===== src/rtl/fault_isolation_bank.sv =====
module fault_isolation_bank #(
  parameter int WIDTH     = 64,
  parameter int AW        = 3,
  parameter int DEF_BITS  = 26,
  parameter int SPARE_LO  = 18,
  parameter int SPARE_HI  = 23
) (
  input  logic             clk,
  input  logic             rst_n,
  input  logic [WIDTH-1:0] err_in,
  input  logic             bus_sel,
  input  logic             bus_wr,
  input  logic [AW-1:0]    bus_addr,
  input  logic [WIDTH-1:0] bus_wdata,
  output logic [WIDTH-1:0] bus_rdata,
  output logic             attn_chkstop,
  output logic             attn_recov,
  output logic             attn_host,
  output logic             attn_unit_cs
);

  localparam logic [AW-1:0] OFS_STAT     = AW'(0);
  localparam logic [AW-1:0] OFS_STAT_AND = AW'(1);
  localparam logic [AW-1:0] OFS_HOLE_A   = AW'(2);
  localparam logic [AW-1:0] OFS_MASK     = AW'(3);
  localparam logic [AW-1:0] OFS_HOLE_B   = AW'(4);
  localparam logic [AW-1:0] OFS_MASK_OR  = AW'(5);
  localparam logic [AW-1:0] OFS_ACT0     = AW'(6);
  localparam logic [AW-1:0] OFS_ACT1     = AW'(7);

  function automatic logic [WIDTH-1:0] hw_settable();
    logic [WIDTH-1:0] v;
    v = '0;
    for (int i = 0; i < WIDTH; i++)
      if (i < DEF_BITS && !(i >= SPARE_LO && i <= SPARE_HI)) v[i] = 1'b1;
    return v;
  endfunction

  localparam logic [WIDTH-1:0] HW_SET = hw_settable();

  logic [WIDTH-1:0] status_q, mask_q, act0_q, act1_q;
  logic [WIDTH-1:0] status_base, mask_next;
  logic             wr_en;

  assign wr_en = bus_sel & bus_wr;

  always_comb begin
    status_base = status_q;
    if (wr_en && bus_addr == OFS_STAT)     status_base = bus_wdata;
    if (wr_en && bus_addr == OFS_STAT_AND) status_base = status_q & bus_wdata;
  end

  always_comb begin
    mask_next = mask_q;
    if (wr_en && bus_addr == OFS_MASK)    mask_next = bus_wdata;
    if (wr_en && bus_addr == OFS_MASK_OR) mask_next = mask_q | bus_wdata;
  end

  always_ff @(posedge clk or negedge rst_n) begin
    if (!rst_n) begin
      status_q <= '0;
      mask_q   <= '1;
      act0_q   <= '0;
      act1_q   <= '0;
    end else begin
      status_q <= status_base | (err_in & HW_SET);
      mask_q   <= mask_next;
      if (wr_en && bus_addr == OFS_ACT0) act0_q <= bus_wdata;
      if (wr_en && bus_addr == OFS_ACT1) act1_q <= bus_wdata;
    end
  end

  always_comb begin
    bus_rdata = '0;
    if (bus_sel) begin
      unique case (bus_addr)
        OFS_STAT, OFS_STAT_AND: bus_rdata = status_q;
        OFS_MASK, OFS_MASK_OR:  bus_rdata = mask_q;
        OFS_ACT0:               bus_rdata = act0_q;
        OFS_ACT1:               bus_rdata = act1_q;
        default:                bus_rdata = '0;
      endcase
    end
  end

  logic [WIDTH-1:0] live;
  assign live         = status_q & ~mask_q;
  assign attn_chkstop = |(live & ~act0_q & ~act1_q);
  assign attn_recov   = |(live & ~act0_q &  act1_q);
  assign attn_host    = |(live &  act0_q & ~act1_q);
  assign attn_unit_cs = |(live &  act0_q &  act1_q);

  logic stat_wr, hole_acc;
  assign stat_wr  = wr_en && (bus_addr == OFS_STAT || bus_addr == OFS_STAT_AND);
  assign hole_acc = bus_sel && (bus_addr == OFS_HOLE_A || bus_addr == OFS_HOLE_B);

  assert_reset_vals_R1: assert property (@(posedge clk) disable iff (!rst_n)
    $rose(rst_n) |-> (mask_q == '1 && status_q == '0 && act0_q == '0 && act1_q == '0));

  assert_sticky_R2: assert property (@(posedge clk) disable iff (!rst_n)
    !stat_wr |=> ((status_q & $past(status_q)) == $past(status_q)));

  assert_capture_R2: assert property (@(posedge clk) disable iff (!rst_n)
    1'b1 |=> ((status_q & $past(err_in & HW_SET)) == $past(err_in & HW_SET)));

  assert_spare_quiet_R3: assert property (@(posedge clk) disable iff (!rst_n)
    !stat_wr |=> ((status_q & ~HW_SET) == $past(status_q & ~HW_SET)));

  assert_mask_or_R5: assert property (@(posedge clk) disable iff (!rst_n)
    (wr_en && bus_addr == OFS_MASK_OR) |=> (mask_q == $past(mask_q | bus_wdata)));

  assert_all_masked_R6: assert property (@(posedge clk) disable iff (!rst_n)
    (&mask_q) |-> !(attn_chkstop || attn_recov || attn_host || attn_unit_cs));

  assert_one_class_R6: assert property (@(posedge clk) disable iff (!rst_n)
    ($countones(live) == 1) |-> $onehot({attn_chkstop, attn_recov, attn_host, attn_unit_cs}));

  assert_hole_read_R7: assert property (@(posedge clk) disable iff (!rst_n)
    hole_acc |-> (bus_rdata == '0));

  assert_hole_write_R7: assert property (@(posedge clk) disable iff (!rst_n)
    hole_acc |=> ($stable(mask_q) && $stable(act0_q) && $stable(act1_q)));

  assert_idle_zero_R8: assert property (@(posedge clk) disable iff (!rst_n)
    !bus_sel |-> (bus_rdata == '0));

endmodule


===== config.mk =====
export PLATFORM = sky130hd
export DESIGN_NAME = fault_isolation_bank
export DESIGN_NICKNAME = d
export VERILOG_FILES = /design/src/rtl/fault_isolation_bank.sv
export SDC_FILE = /design/constraint.sdc
export NUM_CORES = 1
export LEC_CHECK = 0
export BUFFER_PORTS_ARGS = -buffer_cell sky130_fd_sc_hd__buf_2
export CAP_MARGIN = 40
export CORE_ASPECT_RATIO = 1.2
export CORE_MARGIN = 3
export CORE_UTILIZATION = 52
export DETAILED_ROUTE_END_ITERATION = 10
export GPL_TIMING_DRIVEN = 0
export HOLD_SLACK_MARGIN = 0.06
export PLACE_DENSITY = 0.77
export SKIP_CTS_REPAIR_TIMING = 1
export SLEW_MARGIN = 20
export SYNTH_ARGS = -nofsm -noshare
export SYNTH_HDL_FRONTEND = slang
export SYNTH_SLANG_ARGS = --single-unit

===== constraint.sdc =====
create_clock -name clk -period 1.95 [get_ports clk]
set_clock_uncertainty 0.2 [all_clocks]
set_input_delay 0.0975 -clock clk [delete_from_list [all_inputs] [get_ports clk]]
set_output_delay 0.0975 -clock clk [all_outputs]
set_load 0.05 [all_outputs]

==> impl_metrics.ini <==
[synthesis]
synth_most_common_cell = dfrtp_1
synth_edf_count = 0
syn_nets = 1324
synth_top_cell_by_area = dfrtp_1
ys_ff_latch = 256
seq_area_frac_synth_pct = 46.3
synth_cell_type_count = 46
ys.flop_type = dfrtp_1
yosys_warnings = 0
yosys-top-cells-area = dfrtp_1, mux2_1, dfstp_2, nor4bb_1, a222oi_1
async_flop_share_pct = 100
netlist_instances = 1189
syn_area_per_cell_um2 = 11.8
synth_commonest_cells = dfrtp_1, mux2_1, nor4bb_1
yosysTopAreaCellShare_pct = 34.3
synth.cell_area_mm2 = 0.0140

[power_and_ir_drop]
swShare_pct = 34.6
pwr-share-comb_pct = 29.7
irDropWorstVdd_mv = 0.805
p_int_w = 0.0139
finalPower_w = 0.0212
p_seq_share_pct = 40.7
p_leak_nw = 7.64
p_clk_share_pct = 29.6
power_density_mw_per_mm2 = 1120
p_sw_w = 0.00735

[global_route]
antenna_found_initial = 0
grt_pass1_wl_um = 75100
grt_usage_pct = 34.4
grt_pass1_vias = 11700
grt_overflow = 0
grt_max_degree = 101

[critical_path]
critPathMaxFanout = 4
required_ns = 1.65
worstSetupPathType = flip-flop to primary output
reg2reg_depth = 3
startpoint_type = flip-flop
cp_data_arrival_time_ns = 2.75
reg2reg_slack_ns = 0.34
critPathCaptureType = primary output

[die]
coreArea_mm2 = 0.0264
die_h_um = 186
die_area_mm2 = 0.0289
row_count = 65
ios = 203
initial_core_util_pct = 53.0
fp.dieW_um = 156

[final_layout]
area.growth.synth_to_final_pct = 35.1
n_antenna_cell = 0
fin_nets = 1674
finalInstanceArea_mm2 = 0.0189
nFillCells = 1731
fin_util_pct = 71.5
drive_gt1_share_pct = 35.0

[clock_tree]
clk_pin_slew_worst_paths_ns = 0.07
htreeDepth = 1
cts_num_sinks = 256
cts_buffers = 28
root_buffer = clkbuf_16
cts_tree = yes
clock_latency_ns = 0.55
clock_path_buffers = 3

[route]
initialDrtViolationCount = 2096
num_vias = 13500
wl_um = 56700
postRouteAntennaNets = 0
first_pass_iters = 10
drc = 0
vias_per_cell = 7.13
routedWlPerCell_um = 29.9

[timing]
fmax_mhz = 328
relSlewSlack_pct = 28.1
hold_slack_ns = 0.142
worst_pin_slew_ns = 1.06
rsz0062_at_grt = true
setup_violations = 120
fin_crit_sh_pct = 156
hold_violations = 0
layout_setup_ws_ns = -1.10
min_period_ns = 3.05
maxSlewViolCount = 0

[place]
hpwl_um = 37800
port_buffers = 157
pre_cts_ws_ns = -1.05
post_dp_cell_area_mm2 = 0.0154
place_congestion = 1.00

[job]
maxCapViolCount = 0

[outcome]
violations = negative setup slack
status = finished, violations left

[min_path]
timing.hold.worst.class = input port to flip-flop
whs_path_depth = 3
## metal layers
layer | vias up | part of all wire (%) | track usage, %
li1 | 5594 | - | -
met1 | 6719 | 36 | 45.1
met2 | 977 | 46 | 55.1
met3 | 225 | 11 | 7.23
met4 | 0 | 7.3 | 16.0
met5 | - | 0 | 0
## worst max-delay path, stage by stage, from the launching register on
cell	delay, ns
dfstp_2	0.59
nor4b_4	0.09
or4_4	0.54
nor3_2	0.12
nand4_1	0.18
or4_4	0.50
buf_8	0.17
## flip-flops by register name, summed over array words and instances (netlist names)
signal and count:
act0_q 64, act1_q 64, status_q 64, mask_q 64
## final timing paths
path                                          startpoint                        to
max in group asynchronous                          rst_n    act0_q[50]$_DFFE_PN0P_
min in group asynchronous                          rst_n    status_q[14]$_DFF_PN0_
worst max-delay path              mask_q[61]$_DFFE_PN1P_              attn_chkstop
worst min-delay path                       bus_wdata[35]    act0_q[35]$_DFFE_PN0P_
worst min register to register  status_q[60]$_DFFE_PN0P_  status_q[60]$_DFFE_PN0P_
worst max register to register    status_q[24]$_DFF_PN0_    status_q[24]$_DFF_PN0_
## cell families (layout without fill, tap and decap cells)
kind of cell / Yosys count / after routing / share of synthesized area (%)
and+or+nand+nor: 428 / 428 / 22.1
muxes: 187 / 187 / 15.0
DFF: 256 / 256 / 46.3
AOI/OAI and AO/OA: 232 / 232 / 14.1
buffers and inverters: 85 / 457 / 2.39
xor gates and xnor gates: 1 / 1 / 0.0626
## power groups by stage
stage          Sequential, W  Combinational (W)  Clock, W
6_report             0.00863            0.00631   0.00629
5_1_grt              0.00877            0.00658   0.00648
4_1_cts              0.00841            0.00500   0.00624
3_5_place_dp         0.00849            0.00496         0
3_3_place_gp         0.00837            0.00484         0
2_1_floorplan        0.00795            0.00348         0
## cells in the final DEF, fill, tap and decap left out, types with 7 or more instances in the layout
master | synthesis | final
dfrtp_1 | 192 | 138
mux2_1 | 168 | 132
buf_2 | 13 | 108
dlygate4sd3_1 | 0 | 106
nor4bb_1 | 92 | 81
buf_6 | 0 | 65
a222oi_1 | 64 | 64
a22o_1 | 64 | 64
dfstp_2 | 64 | 64
dfrtp_2 | 0 | 54
nor4b_1 | 49 | 48
buf_4 | 0 | 44
mux2_4 | 0 | 44
o22a_1 | 44 | 44
nand4b_1 | 43 | 43
nor2_1 | 70 | 39
clkbuf_1 | 56 | 35
clkbuf_16 | 0 | 29
o22ai_1 | 26 | 26
nor2_2 | 0 | 25
nand2_1 | 24 | 24
clkbuf_2 | 0 | 22
nor4_1 | 35 | 22
nand2b_1 | 20 | 20
nand4_1 | 18 | 18
nor2b_1 | 14 | 14
nor3b_1 | 13 | 13
mux2_2 | 19 | 11
nor4_2 | 1 | 11
nand3b_1 | 11 | 11
nand3_1 | 12 | 9
nor4bb_2 | 0 | 9
bufinv_16 | 0 | 8
inv_1 | 10 | 7
a21oi_1 | 7 | 7
clkinv_2 | 0 | 7
## per-stage QoR
stage                     std cells  TNS [ns]
after floorplan                1189    -10.16
after global placement         1681  -1157.81
after detailed placement       1688   -175.30
after CTS                      1740    -69.97
after global routing           1896    -25.03
final                          1896    -23.18
## final cells by class
type | count | area (µm²) | share of cell area, %
multi-input cells | 848 | 7740 | 40.9
flip-flops and latches | 256 | 6550 | 34.7
repair buffers | 320 | 2740 | 14.5
clock buffers | 33 | 781 | 4.13
well taps | 335 | 419 | 2.22
plain buffers | 75 | 335 | 1.77
clock inverters | 19 | 305 | 1.61
inverters | 10 | 37.5 | 0.198
No activity file was read; power rests on OpenSTA's default activity.
